<file path="src/rtl/tt_pkg.sv">
package tt_pkg;

    typedef enum logic [1:0] {
        TT_OFF     = 2'b00,
        TT_RESTART = 2'b01,
        TT_ONESHOT = 2'b10,
        TT_FREERUN = 2'b11
    } tt_mode_e;

    typedef enum logic {
        TT_SEL_CTRL  = 1'b0,
        TT_SEL_COUNT = 1'b1
    } tt_sel_e;

    typedef struct packed {
        tt_mode_e mode;
        logic     ie;
        logic     ip;
    } tt_flags_t;

    localparam int TT_FLAG_BITS = 4;

    function automatic logic tt_mode_runs(tt_mode_e m);
        return m != TT_OFF;
    endfunction

endpackage

</file>
<file path="src/rtl/tt_ctrl_reg.sv">
module tt_ctrl_reg
    import tt_pkg::*;
#(
    parameter int DATA_W   = 32,
    parameter int PERIOD_W = 28
) (
    input  logic                clk,
    input  logic                rst,
    input  logic                wr_en,
    input  logic [DATA_W-1:0]   wdata,
    input  logic                hit,
    output tt_flags_t           flags_q,
    output logic [PERIOD_W-1:0] period_q
);
    localparam int FLAG_LSB = DATA_W - TT_FLAG_BITS;

    tt_flags_t           flags_d;
    logic [PERIOD_W-1:0] period_d;

    always_comb begin
        flags_d  = flags_q;
        period_d = period_q;
        if (wr_en) begin
            flags_d.mode = tt_mode_e'(wdata[DATA_W-1 -: 2]);
            flags_d.ie   = wdata[DATA_W-3];
            flags_d.ip   = wdata[FLAG_LSB];
            period_d     = wdata[PERIOD_W-1:0];
        end
        if (hit && flags_q.ie) begin
            flags_d.ip = 1'b1;
        end
    end

    always_ff @(posedge clk) begin
        if (rst) begin
            flags_q  <= '{mode: TT_OFF, ie: 1'b0, ip: 1'b0};
            period_q <= '0;
        end else begin
            flags_q  <= flags_d;
            period_q <= period_d;
        end
    end

    p_sticky_r6: assert property (@(posedge clk) disable iff (rst)
        (flags_q.ip && !wr_en) |=> flags_q.ip);

    p_set_on_hit_r5: assert property (@(posedge clk) disable iff (rst)
        (hit && flags_q.ie) |=> flags_q.ip);

    p_no_set_masked_r5: assert property (@(posedge clk) disable iff (rst)
        (!flags_q.ip && !flags_q.ie && !wr_en) |=> !flags_q.ip);

endmodule

</file>
<file path="src/rtl/tt_match.sv">
module tt_match #(
    parameter int DATA_W   = 32,
    parameter int PERIOD_W = 28
) (
    input  logic [DATA_W-1:0]   cnt_q,
    input  logic [PERIOD_W-1:0] period,
    input  logic                tick,
    input  logic                running,
    input  logic                cnt_wr,
    output logic [DATA_W-1:0]   cnt_inc,
    output logic                hit
);
    logic advance;

    assign cnt_inc = cnt_q + DATA_W'(1);
    assign advance = tick && running && !cnt_wr;
    assign hit     = advance && (cnt_inc[PERIOD_W-1:0] == period);

endmodule

</file>
<file path="src/rtl/tt_counter.sv">
module tt_counter
    import tt_pkg::*;
#(
    parameter int DATA_W = 32
) (
    input  logic              clk,
    input  logic              rst,
    input  logic              cnt_wr,
    input  logic [DATA_W-1:0] wdata,
    input  logic              tick,
    input  logic              hit,
    input  logic [DATA_W-1:0] cnt_inc,
    input  tt_mode_e          mode,
    input  logic              mode_wr,
    output logic [DATA_W-1:0] cnt_q,
    output logic              running
);
    logic              frozen_q;
    logic              frozen_d;
    logic [DATA_W-1:0] cnt_d;

    assign running = tt_mode_runs(mode) && !frozen_q;

    always_comb begin
        frozen_d = frozen_q;
        if (mode_wr) begin
            frozen_d = 1'b0;
        end else if (hit && mode == TT_ONESHOT) begin
            frozen_d = 1'b1;
        end
    end

    always_comb begin
        cnt_d = cnt_q;
        if (cnt_wr) begin
            cnt_d = wdata;
        end else if (running && tick) begin
            if (hit && mode == TT_RESTART) begin
                cnt_d = '0;
            end else begin
                cnt_d = cnt_inc;
            end
        end
    end

    always_ff @(posedge clk) begin
        if (rst) begin
            cnt_q    <= '0;
            frozen_q <= 1'b0;
        end else begin
            cnt_q    <= cnt_d;
            frozen_q <= frozen_d;
        end
    end

    p_off_holds_r3: assert property (@(posedge clk) disable iff (rst)
        (mode == TT_OFF && !cnt_wr) |=> cnt_q == $past(cnt_q));

    p_frozen_holds_r8: assert property (@(posedge clk) disable iff (rst)
        (frozen_q && !cnt_wr) |=> cnt_q == $past(cnt_q));

    p_restart_zero_r7: assert property (@(posedge clk) disable iff (rst)
        (hit && mode == TT_RESTART) |=> cnt_q == '0);

    p_write_wins_r10: assert property (@(posedge clk) disable iff (rst)
        cnt_wr |=> cnt_q == $past(wdata));

    p_step_r3: assert property (@(posedge clk) disable iff (rst)
        (tick && running && !cnt_wr && !(hit && mode == TT_RESTART))
        |=> cnt_q == $past(cnt_q) + DATA_W'(1));

endmodule

</file>
<file path="src/rtl/tt_tick_timer.sv">
module tt_tick_timer
    import tt_pkg::*;
#(
    parameter int DATA_W   = 32,
    parameter int PERIOD_W = 28
) (
    input  logic              clk,
    input  logic              rst,
    input  logic              bus_we,
    input  logic              bus_addr,
    input  logic [DATA_W-1:0] bus_wdata,
    output logic [DATA_W-1:0] bus_rdata,
    input  logic              tick_en,
    output logic              irq
);
    localparam int FLAG_LSB = DATA_W - TT_FLAG_BITS;

    tt_flags_t           flags;
    logic [PERIOD_W-1:0] period;
    logic [DATA_W-1:0]   cnt;
    logic [DATA_W-1:0]   cnt_inc;
    logic                running;
    logic                hit;
    logic                ctrl_wr;
    logic                cnt_wr;

    assign ctrl_wr = bus_we && (tt_sel_e'(bus_addr) == TT_SEL_CTRL);
    assign cnt_wr  = bus_we && (tt_sel_e'(bus_addr) == TT_SEL_COUNT);

    tt_ctrl_reg #(.DATA_W(DATA_W), .PERIOD_W(PERIOD_W)) u_ctrl (
        .clk      (clk),
        .rst      (rst),
        .wr_en    (ctrl_wr),
        .wdata    (bus_wdata),
        .hit      (hit),
        .flags_q  (flags),
        .period_q (period)
    );

    tt_match #(.DATA_W(DATA_W), .PERIOD_W(PERIOD_W)) u_match (
        .cnt_q   (cnt),
        .period  (period),
        .tick    (tick_en),
        .running (running),
        .cnt_wr  (cnt_wr),
        .cnt_inc (cnt_inc),
        .hit     (hit)
    );

    tt_counter #(.DATA_W(DATA_W)) u_cnt (
        .clk     (clk),
        .rst     (rst),
        .cnt_wr  (cnt_wr),
        .wdata   (bus_wdata),
        .tick    (tick_en),
        .hit     (hit),
        .cnt_inc (cnt_inc),
        .mode    (flags.mode),
        .mode_wr (ctrl_wr),
        .cnt_q   (cnt),
        .running (running)
    );

    always_comb begin
        bus_rdata = '0;
        if (tt_sel_e'(bus_addr) == TT_SEL_COUNT) begin
            bus_rdata = cnt;
        end else begin
            bus_rdata[DATA_W-1 -: 2]  = flags.mode;
            bus_rdata[DATA_W-3]       = flags.ie;
            bus_rdata[FLAG_LSB]       = flags.ip;
            bus_rdata[PERIOD_W-1:0]   = period;
        end
    end

    assign irq = flags.ip && flags.ie;

    p_irq_drop_r6: assert property (@(posedge clk) disable iff (rst)
        (ctrl_wr && !bus_wdata[DATA_W-3]) |=> !irq);

endmodule

</file>
<file path="config.mk">
export PLATFORM = sky130hd
export DESIGN_NAME = tt_tick_timer
export DESIGN_NICKNAME = d
export VERILOG_FILES = /design/src/rtl/tt_pkg.sv /design/src/rtl/tt_ctrl_reg.sv /design/src/rtl/tt_match.sv /design/src/rtl/tt_counter.sv /design/src/rtl/tt_tick_timer.sv
export SDC_FILE = /design/constraint.sdc
export NUM_CORES = 1
export LEC_CHECK = 0
export ABC_AREA = 1
export BUFFER_PORTS_ARGS = -buffer_cell sky130_fd_sc_hd__buf_2
export CORE_MARGIN = 2
export CORE_UTILIZATION = 40
export DETAILED_ROUTE_END_ITERATION = 6
export PLACE_DENSITY_LB_ADDON = 0.12
export SKIP_LAST_GASP = 1
export SLEW_MARGIN = 20
export SYNTH_ARGS = -nofsm -noshare
export SYNTH_HDL_FRONTEND = slang
export SYNTH_SLANG_ARGS = --single-unit
export TNS_END_PERCENT = 50
</file>
<file path="constraint.sdc">
create_clock -name clk -period 4.3 [get_ports clk]
set_clock_uncertainty 0.2 [all_clocks]
set_input_delay 0.645 -clock clk [delete_from_list [all_inputs] [get_ports clk]]
set_output_delay 0.645 -clock clk [all_outputs]
set_load 0.005 [all_outputs]
</file>
==> run metrics <==
status finished clean; final setup TNS 0 ns; crit path max fanout 25; r2r endpoint u_cnt.cnt_q[28]; Slowest cell on crit path nand3_4; Setup WS pre-CTS 1.09 ns; CP dominant cell by count nand2_1; # Max-Cap Violations 0; Ports 70; Syn Area/Cell 5.88 um^2; layout cells sized above 1 17.5%; syn_nets 895; Crit Path Class reg2reg; CTS Sinks 65; residual DRC count 0; Max Freq 316 MHz; Placed Cells 1,064; commonest cells after routing, fill and taps aside nand2_1, inv_1, nand3_1; YS warnings 0; setup bufs post-CTS 0; PnR worst setup slack 1.14 ns; worst-margin pin slew 1.04 ns; period utilisation layout 73.6%; reg2reg path depth 16; Area after DPL 5490 um^2; sequential area share after synthesis 25.8%; critical path's largest stage delay 0.43 ns; Starting Density 41.4%; Post-synth EDFFs 0; post-synthesis instance area 5040 um^2; Hold Path Class reg2reg; worst skew pair latency 0.34 ns; Hold Path Sink u_cnt.frozen_q; routed len/inst 14.9 um; #FFs+latches synth 65; Detail Route Antenna Nets 0; GRT Total Usage 25.1%; initial antenna violation count 0; Netlist cell types 33; min Tclk post-route 3.16 ns; Area Overhead vs Synth 14.7%; setup-violating endpoint count in the final report 0; CTS Buf Count 9; RSZ-0062 raised after global routing false; Power Dens Cells 301 nW/um^2; DR vias 5,489; Routed WL 16,100 um; Gate Count Post-Synth 857; worst endpoint required time 4.30 ns; core area 12,200 um^2; vias in the first global route 4,877; DR vias/cell 5.08; GPL Wtd Cong 0.899; CP arrival 3.17 ns; CP Capture Type flop; # diodes 0; Die Width 116 um; chip height 116 um; Async SR Flop Fraction 0%; VDD IR max 0.000173 V; hold_sp u_cnt.frozen_q; Worst-path clk slew 0.06 ns; Final Non-Filler Cells 1,080; P_leak 2.45 nW; GRT Residual Overflow 0; Root Buffer clkbuf_16; die area 13,500 um^2; initial DRC count 404; # port buffers 69; Hold Crit Depth 2; Setup crit start kind flop; dpl hpwl 11,800 um; row count 40; first-pass GRT wire length 26,100 um; Rel. slew slack 30.7%; Synth Flop Type dfxtp_1; DRT Pass-1 Iters 5; # hold bufs at CTS 0; CTS resizes 0; worst r2r src u_cnt.cnt_q[0]; final hold vios 0; design area 5780 um^2; Layout Nets 945; worst-path cell chain ha_1, nand2_2, nor2_8, nand2_4, inv_2, nand3_1, nand2_1, nand2_1, nand2_1, nand2_1, nor2_1, nand2_1, nor2_2, nand3_4, nand2_1, a21oi_1; Slew Viols, Final 0; pin count of the biggest net entering global routing 64; most common cell after layout, fill and taps aside nand2_1; clock buffer depth 2; flop2flop setup slack 1.14 ns; H-Tree Depth 3; CTS tree done
sequential cells by signal, summed over array words and instances, names as in the netlist:
register         flops
u_ctrl.period_q     28
u_cnt.frozen_q       1
u_cnt.cnt_q         32
u_ctrl.flags_q       4
cells by family after synthesis:
kind of cell | after synthesis | synth area share (%)
AOI/OAI and AO/OA | 175 | 19.0
xor gates and xnor gates | 6 | 1.32
adders and majority gates | 1 | 0.248
buffers and inverters | 151 | 11.6
DFF | 65 | 25.8
and+or+nand+nor | 459 | 42.0
area by class of cell:
cell class	count	area, um^2
clock buffer	13	250
clock inverter	3	40.0
fill	1375	6380
inverter	115	432
multi-input combinational	641	3160
sequential	65	1300
tap	168	210
timing repair buffer	75	390
Yosys cell counts (4+ instances only):
cell,count,share of area [%]
o21ai_0,93,9.2
a21oi_1,55,5.5
nand2_1,214,16
nand3_1,101,10
nand4_1,11,1.4
clkbuf_1,32,2.4
dfxtp_1,65,26
nor2_2,5,0.62
and2_1,4,0.50
o21ai_1,4,0.40
xor2_1,4,0.70
nor3_1,5,0.50
inv_1,111,8.3
nand2_2,27,3.4
nor2_4,8,1.8
a21oi_2,20,3.5
nor2_1,75,5.6
how the worst max path moves through the flow:
stage                      endpoint            from  slack (ns)  depth (start not counted)
finish              u_cnt.cnt_q[28]  u_cnt.cnt_q[0]        1.14                         16
floorplan           u_cnt.cnt_q[10]        bus_addr        1.78                         14
global route        u_cnt.cnt_q[28]  u_cnt.cnt_q[0]        0.84                         16
global placement     u_cnt.cnt_q[2]          bus_we        1.13                         13
detailed placement  u_cnt.cnt_q[28]          bus_we        1.09                         13
CTS                 u_cnt.cnt_q[28]  u_cnt.cnt_q[0]        1.18                         16
worst max-delay path: cells and delay by family (launching register included):
family	cells	cell delay (ns)
fa+ha+maj	1	0.23
buf+inv	1	0.12
compound gates	1	0.09
flops	1	0.42
simple gates	13	1.94
stage by stage:
stage	util (%)	hold slack, ns	total power, mW
5_1_grt	47.5	0.322	1.83
3_3_place_gp	45.1	0.279	1.01
4_1_cts	47.5	0.287	1.75
2_1_floorplan	-	0.246	0.894
6_report	47.5	0.288	1.74
3_5_place_dp	45.1	0.279	1.01
power by group:
part	leakage (nW)	total [mW]	internal [mW]	switching [mW]
Sequential	0.534	0.678	0.639	0.0383
Combinational	1.77	0.320	0.111	0.209
Clock	0.144	0.744	0.463	0.281
Total	2.45	1.74	1.21	0.528
layer usage:
| layer | up-vias | track usage, % | wire (um) |
|---|---|---|---|
| li1 | 2858 | - | - |
| met1 | 2445 | 37.0 | 7920 |
| met2 | 166 | 37.3 | 6850 |
| met3 | 20 | 4.20 | 1020 |
| met4 | 0 | 7.46 | 283 |
| met5 | - | 0 | 0 |
(Power assumes the default switching activity.)
